--- src/rtl/pci_arb_pkg.sv ---
package pci_arb_pkg;

    localparam int NUM_MASTERS = 4;
    localparam int NUM_EXT     = NUM_MASTERS - 1;
    localparam int IDX_W       = $clog2(NUM_MASTERS);

    typedef logic [IDX_W-1:0]       mst_idx_t;
    typedef logic [NUM_MASTERS-1:0] mst_vec_t;

    localparam mst_idx_t BRIDGE_IDX = '0;
    localparam mst_idx_t RESET_LAST = mst_idx_t'(NUM_MASTERS - 1);

    typedef enum logic {
        ARB_EXTERNAL = 1'b0,
        ARB_INTERNAL = 1'b1
    } arb_src_e;

    typedef struct packed {
        logic frame_n;
        logic irdy_n;
    } bus_ctl_t;

    typedef struct packed {
        logic idle;
        logic start;
    } bus_state_t;

    function automatic mst_idx_t rot_next(input mst_idx_t base, input int unsigned step);
        return mst_idx_t'((32'(base) + step) % 32'(NUM_MASTERS));
    endfunction

    function automatic mst_vec_t idx_to_onehot(input mst_idx_t idx);
        mst_vec_t oh;
        oh      = '0;
        oh[idx] = 1'b1;
        return oh;
    endfunction

endpackage

--- src/rtl/pci_arb_busmon.sv ---
module pci_arb_busmon
    import pci_arb_pkg::*;
(
    input  logic       clk,
    input  logic       rst,
    input  bus_ctl_t   bus_ctl_i,
    output bus_state_t bus_st_o
);

    logic frame_prev_q;

    always_ff @(posedge clk) begin
        if (rst) begin
            frame_prev_q <= 1'b1;
        end else begin
            frame_prev_q <= bus_ctl_i.frame_n;
        end
    end

    always_comb begin
        bus_st_o.idle  = bus_ctl_i.frame_n & bus_ctl_i.irdy_n;
        bus_st_o.start = frame_prev_q & ~bus_ctl_i.frame_n;
    end

endmodule

--- src/rtl/pci_arb_rotate.sv ---
module pci_arb_rotate
    import pci_arb_pkg::*;
(
    input  mst_vec_t req_i,
    input  mst_idx_t last_i,
    output mst_idx_t win_o
);

    mst_idx_t cand [NUM_MASTERS];

    for (genvar k = 0; k < NUM_MASTERS; k++) begin : g_cand
        assign cand[k] = rot_next(last_i, k + 1);
    end

    always_comb begin
        win_o = last_i;
        for (int k = NUM_MASTERS - 1; k >= 0; k--) begin
            if (req_i[cand[k]]) begin
                win_o = cand[k];
            end
        end
    end

endmodule

--- src/rtl/pci_arb_strap.sv ---
module pci_arb_strap
    import pci_arb_pkg::*;
(
    input  logic               clk,
    input  logic               rst,
    input  logic               strap_i,
    input  mst_vec_t           grant_oh_i,
    input  logic               bridge_req_n_i,
    input  logic               pin_gnt_n_i,
    output arb_src_e           src_o,
    output logic               bridge_gnt_n_o,
    output logic [NUM_EXT-1:0] ext_gnt_n_o,
    output logic               pin_req_n_o
);

    arb_src_e src_q;

    always_ff @(posedge clk) begin
        if (rst) begin
            src_q <= arb_src_e'(strap_i);
        end
    end

    assign src_o          = src_q;
    assign bridge_gnt_n_o = (src_q == ARB_INTERNAL) ? ~grant_oh_i[BRIDGE_IDX] : pin_gnt_n_i;
    assign pin_req_n_o    = (src_q == ARB_INTERNAL) ? 1'b1 : bridge_req_n_i;

    for (genvar e = 0; e < NUM_EXT; e++) begin : g_ext_gnt
        assign ext_gnt_n_o[e] = (src_q == ARB_INTERNAL) ? ~grant_oh_i[e+1] : 1'b1;
    end

endmodule

--- src/rtl/pci_rr_arbiter.sv ---
module pci_rr_arbiter
    import pci_arb_pkg::*;
(
    input  logic               clk,
    input  logic               rst,
    input  logic               arb_strap_i,
    input  logic               frame_n_i,
    input  logic               irdy_n_i,
    input  logic               bridge_req_n_i,
    output logic               bridge_gnt_n_o,
    input  logic [NUM_EXT-1:0] ext_req_n_i,
    output logic [NUM_EXT-1:0] ext_gnt_n_o,
    output logic               pin_req_n_o,
    input  logic               pin_gnt_n_i
);

    bus_ctl_t   bus_ctl;
    bus_state_t bus_st;
    mst_vec_t   req_act;
    mst_idx_t   gnt_q;
    mst_idx_t   last_q;
    mst_idx_t   last_eff;
    mst_idx_t   win;
    arb_src_e   src_w;
    logic       int_mode_w;

    assign bus_ctl = '{frame_n: frame_n_i, irdy_n: irdy_n_i};
    assign req_act = {~ext_req_n_i, ~bridge_req_n_i};

    pci_arb_busmon u_busmon (
        .clk       (clk),
        .rst       (rst),
        .bus_ctl_i (bus_ctl),
        .bus_st_o  (bus_st)
    );

    // A transaction starting on this edge moves the rotation point to its owner
    assign last_eff = bus_st.start ? gnt_q : last_q;

    pci_arb_rotate u_rotate (
        .req_i  (req_act),
        .last_i (last_eff),
        .win_o  (win)
    );

    always_ff @(posedge clk) begin
        if (rst) begin
            gnt_q  <= BRIDGE_IDX;
            last_q <= RESET_LAST;
        end else begin
            if (bus_st.start) begin
                last_q <= gnt_q;
            end
            if (!bus_st.idle) begin
                gnt_q <= win;
            end
        end
    end

    pci_arb_strap u_strap (
        .clk            (clk),
        .rst            (rst),
        .strap_i        (arb_strap_i),
        .grant_oh_i     (idx_to_onehot(gnt_q)),
        .bridge_req_n_i (bridge_req_n_i),
        .pin_gnt_n_i    (pin_gnt_n_i),
        .src_o          (src_w),
        .bridge_gnt_n_o (bridge_gnt_n_o),
        .ext_gnt_n_o    (ext_gnt_n_o),
        .pin_req_n_o    (pin_req_n_o)
    );

    assign int_mode_w = (src_w == ARB_INTERNAL);

endmodule

--- config.mk ---
export PLATFORM = sky130hd
export DESIGN_NAME = pci_rr_arbiter
export DESIGN_NICKNAME = d
export VERILOG_FILES = /design/src/rtl/pci_arb_pkg.sv /design/src/rtl/pci_arb_busmon.sv /design/src/rtl/pci_arb_rotate.sv /design/src/rtl/pci_arb_strap.sv /design/src/rtl/pci_rr_arbiter.sv
export SDC_FILE = /design/constraint.sdc
export NUM_CORES = 1
export LEC_CHECK = 0
export BUFFER_PORTS_ARGS = -buffer_cell sky130_fd_sc_hd__buf_2
export CAP_MARGIN = 20
export CORE_AREA = 2 2 39 41
export CTS_BUF_LIST = sky130_fd_sc_hd__clkbuf_8
export CTS_CLUSTER_SIZE = 10
export DETAILED_ROUTE_END_ITERATION = 10
export DIE_AREA = 0 0 41 43
export SLEW_MARGIN = 20
export SYNTH_ARGS = -nofsm -noshare
export SYNTH_HDL_FRONTEND = slang
export SYNTH_SLANG_ARGS = --single-unit
--- constraint.sdc ---
create_clock -name clk -period 2.09 [get_ports clk]
set_input_delay 0 -clock clk [delete_from_list [all_inputs] [get_ports clk]]
set_output_delay 0 -clock clk [all_outputs]
set_load 0.02 [all_outputs]
==> results <==
- The area fraction in and, or, nand and nor cells after synthesis is 0.328.
- Dividing the synthesized area by the synthesized cell count gives 8.57 sq um.
- Port buffering added 14 buffers.
- The chip height is 43 um.
- The detailed-router iteration count before antenna repair is 4.
- The CTS root buffer is sky130_fd_sc_hd__clkbuf_8.
- STA classifies the critical path endpoint as a register.
- The area of the placeable core is 0.00138 sq mm.
- The synthesized-area fraction occupied by ao, oa, aoi and oai cells is 0.252.
- The total standard cell area after synthesis is 343 sq um.
- After technology mapping, the gate count stands at 40.
- For this run, design rule violations remaining after detail routing come to 0.
- The flow ran to the end, and the final reports show no timing, DRC or antenna violations.
- After clock tree synthesis, the clock-pin slew on the worst setup and hold paths is 40 ps.
- The clock latency on the worst-skew pair is 230 ps.
- The pin count of the biggest net entering global routing is 7.
- The actual slew at the worst max-slew pin is 260 ps.
- Buffers added to address setup during post-CTS repair amount to 0.
- The placed instance area is 433 sq um.
- Setup repair after global routing left no endpoint under its margin.
- The part of the Yosys area used for sequential elements is 0.380.
- The number of storage elements in the synthesis netlist is 6.
- For the worst setup path, the data required time is 2230 ps.
- The setup TNS is 0 ps.
- Once detail routing completed, the nets flagged for antenna violations numbered 0.
- The worst max-slew margin expressed relative to the limit is 0.827.
- The repair_antennas step left the layout with diodes totalling 0.
- The path class of the lowest-slack min-delay path is in2reg.
- The net count of the finished layout is 70.
- The clock sink count is 6.
- The count of endpoints failing setup in the final report is 0.
- The number of core rows is 14.
- Dividing the detail-routed via count by the number of cells gives 4.72.
- In the final routed layout, each cell accounts on average for 10.9 um.
- The final period demand of the worst path is 1350 ps.
- At the end of routability-driven placement, the weighted congestion stood at 0.795.
- The analysis attributes to cell leakage a power of 0.223 nW.
- The startpoint identified for the worst register-to-register timing path is gnt_q[1].
- The number of unique standard cell types used by synthesis is 21.
- The buffering stage count on the worst path with inverters included is 0.
- The level count of the clock H-tree is 1.
- The combinational family with the most area after synthesis is simple AND/OR/NAND/NOR gates.
- The highest net fanout along the worst path is 6.
- In this design, the largest share of critical-path delay is due to compound AO/OA/AOI/OAI gates.
- The total count of hold-check failures in the final report was 0.
- Buffers inserted to repair hold after CTS numbered 1.
- The worst hold path begins at frame_n_i.
- The die covers 0.00176 sq mm.
- The total of max-cap violations is 0.
- IR analysis of the VDD net gives a maximum drop of 357 uV.
- Of the total synthesized cell area, the portion taken by XOR and XNOR cells is 0.
- The post-synthesis mux area share is 0.0292.
- The initial antenna violation count is 0.
- The worst setup path startpoint is gnt_q[1].
- Detailed placement finished with a half-perimeter wire length of 599 um.
- The final route contains 354 vias.
- On the critical path, the stage with the largest delay is an instance of sky130_fd_sc_hd__dfxtp_1.
- In the finished design, the share of the clock period the worst path needs comes to 0.645.
- For this block, the routed nets add up to 816 um of wire.
- The power density of the placed cells is 819 mW/mm^2.
- The worst-case hold slack is 15.9 ps.
- The number of global-route vias before repair is 286.
- The CTS tree is built.
- The violation count after the first detailed-routing iteration is 6.
- Traced cell by cell, the critical path runs through and3b_1, a21o_1, a221o_1, a311oi_1.
- In the final layout, the share of cells above drive strength 1 is 0.373.
- The first global-routing pass estimated 1260 um of wire.
- For this run the aggregate overflow at the end of global routing stands at 0.
- The clock arrives with 2.07 ps of skew.
- The total of cells resized after clock tree synthesis is 0.
- The Yosys warning count is 0.
- The area growth from synthesis to final layout is 42.3%.
- For this design the top-level I/O count stands at 15.
- The net count after synthesis is 50.
- The number of pins exceeding their max-slew limit in the final report came to 0.
- On the worst path, the slowest cell contributes a delay of 340 ps.
- With fillers left out, the area of the finished cells amounts to 488 sq um.
- In the global route stage, overall resource usage came out at 0.114.
- For this run, the top clock speed supported by timing is 742 MHz.
- The initial utilization of the core area, before any placement, comes to 0.248.
- The type of the setup path with the least slack is reg2reg.
- The critical path launch point type is a register.
- The horizontal die dimension is 41 um.
- The number of buffers inserted during clock tree synthesis is 3.
- Of the total synthesized cell area, the portion taken by full adders, half adders and majority gates is 0.
- The longest clock path from root to sink contains 2 buffers.
- For the worst setup path, the data arrival time is 1490 ps.
per-layer routing:
layer  wire (um)  global-route usage  part of all wire  vias up
met2         383               0.144              0.47       17
met3          71              0.0628             0.087        0
li1            -                   -                 -      184
met4           0              0.0800                 0        0
met1         360               0.139              0.44      153
met5           0                   0                 0        -
worst paths after layout:
check,slack [ps],endpoint,depth (start not counted)
worst max-delay path,740,gnt_q[1],4
worst max register to register,740,gnt_q[1],4
worst min register to register,540,last_q[0],2
worst min-delay path,20,u_busmon.frame_prev_q,2
logic make-up (layout without fill, tap and decap cells):
logic type,count (synthesis),after routing
DFF,6,6
AOI/OAI and AO/OA,12,12
and+or+nand+nor,20,20
muxes,1,1
buffers and inverters,1,20
cells in the final DEF, fill, tap and decap left out, drive strengths merged:
cell type,n
a211oi,3
nand2,3
edfxtp,1
buf,14
clkbuf,3
inv,2
and2,1
nor2,5
dfxtp,5
a221o,1
mux2i,1
a311oi,1
o31a,1
or2,3
and3b,2
nand3,1
nand3b,2
dlygate4sd3,1
a21o,2
a21oi,2
o21ai,2
nand2b,3
state kept, by name, summed over array words and instances, names as in the netlist:
name and cells:
gnt_q 2, last_q 2, u_strap.src_o 1, u_busmon.frame_prev_q 1
cell type report:
type / count / area, sq um
clock buffer: 3 / 41.3
clock inverter: 1 / 3.75
fill: 156 / 896
inverter: 1 / 3.75
multi-input combinational: 33 / 209
sequential: 6 / 130
tap: 16 / 20.0
timing repair buffer: 15 / 80.1
cell usage after synthesis:
library cell               n  area share
sky130_fd_sc_hd__edfxtp_1  1       0.088
sky130_fd_sc_hd__a21o_1    1       0.022
sky130_fd_sc_hd__o21ai_0   2       0.029
sky130_fd_sc_hd__a221o_1   1       0.029
sky130_fd_sc_hd__and2_1    1       0.018
sky130_fd_sc_hd__nor2_1    5       0.055
sky130_fd_sc_hd__a21o_2    1       0.026
sky130_fd_sc_hd__o31a_1    1       0.026
sky130_fd_sc_hd__a21oi_1   2       0.029
sky130_fd_sc_hd__a311oi_1  1       0.026
sky130_fd_sc_hd__nand2_1   3       0.033
sky130_fd_sc_hd__and3b_2   1       0.029
sky130_fd_sc_hd__inv_1     1       0.011
sky130_fd_sc_hd__nand3_1   1       0.015
sky130_fd_sc_hd__nand3b_1  2       0.044
sky130_fd_sc_hd__or2_2     3       0.055
sky130_fd_sc_hd__and3b_1   1       0.026
sky130_fd_sc_hd__a211oi_1  3       0.066
sky130_fd_sc_hd__dfxtp_1   5        0.29
sky130_fd_sc_hd__mux2i_1   1       0.029
sky130_fd_sc_hd__nand2b_1  3       0.055
report_power, final:
group,internal [mW],total [mW],switching (mW)
clock network,0.127,0.185,0.0577
registers,0.129,0.139,0.0102
logic,0.0368,0.0759,0.0390
per-stage QoR:
stage	power (mW)	setup WS, ps	utilization	instances
6_report	0.400	743	0.353	75
3_3_place_gp	0.215	773	0.313	70
5_1_grt	0.423	667	0.353	75
4_1_cts	0.404	737	0.353	75
2_1_floorplan	0.189	822	-	40
3_5_place_dp	0.215	749	0.313	70
Note: power is estimated with default switching activity, not from simulation.
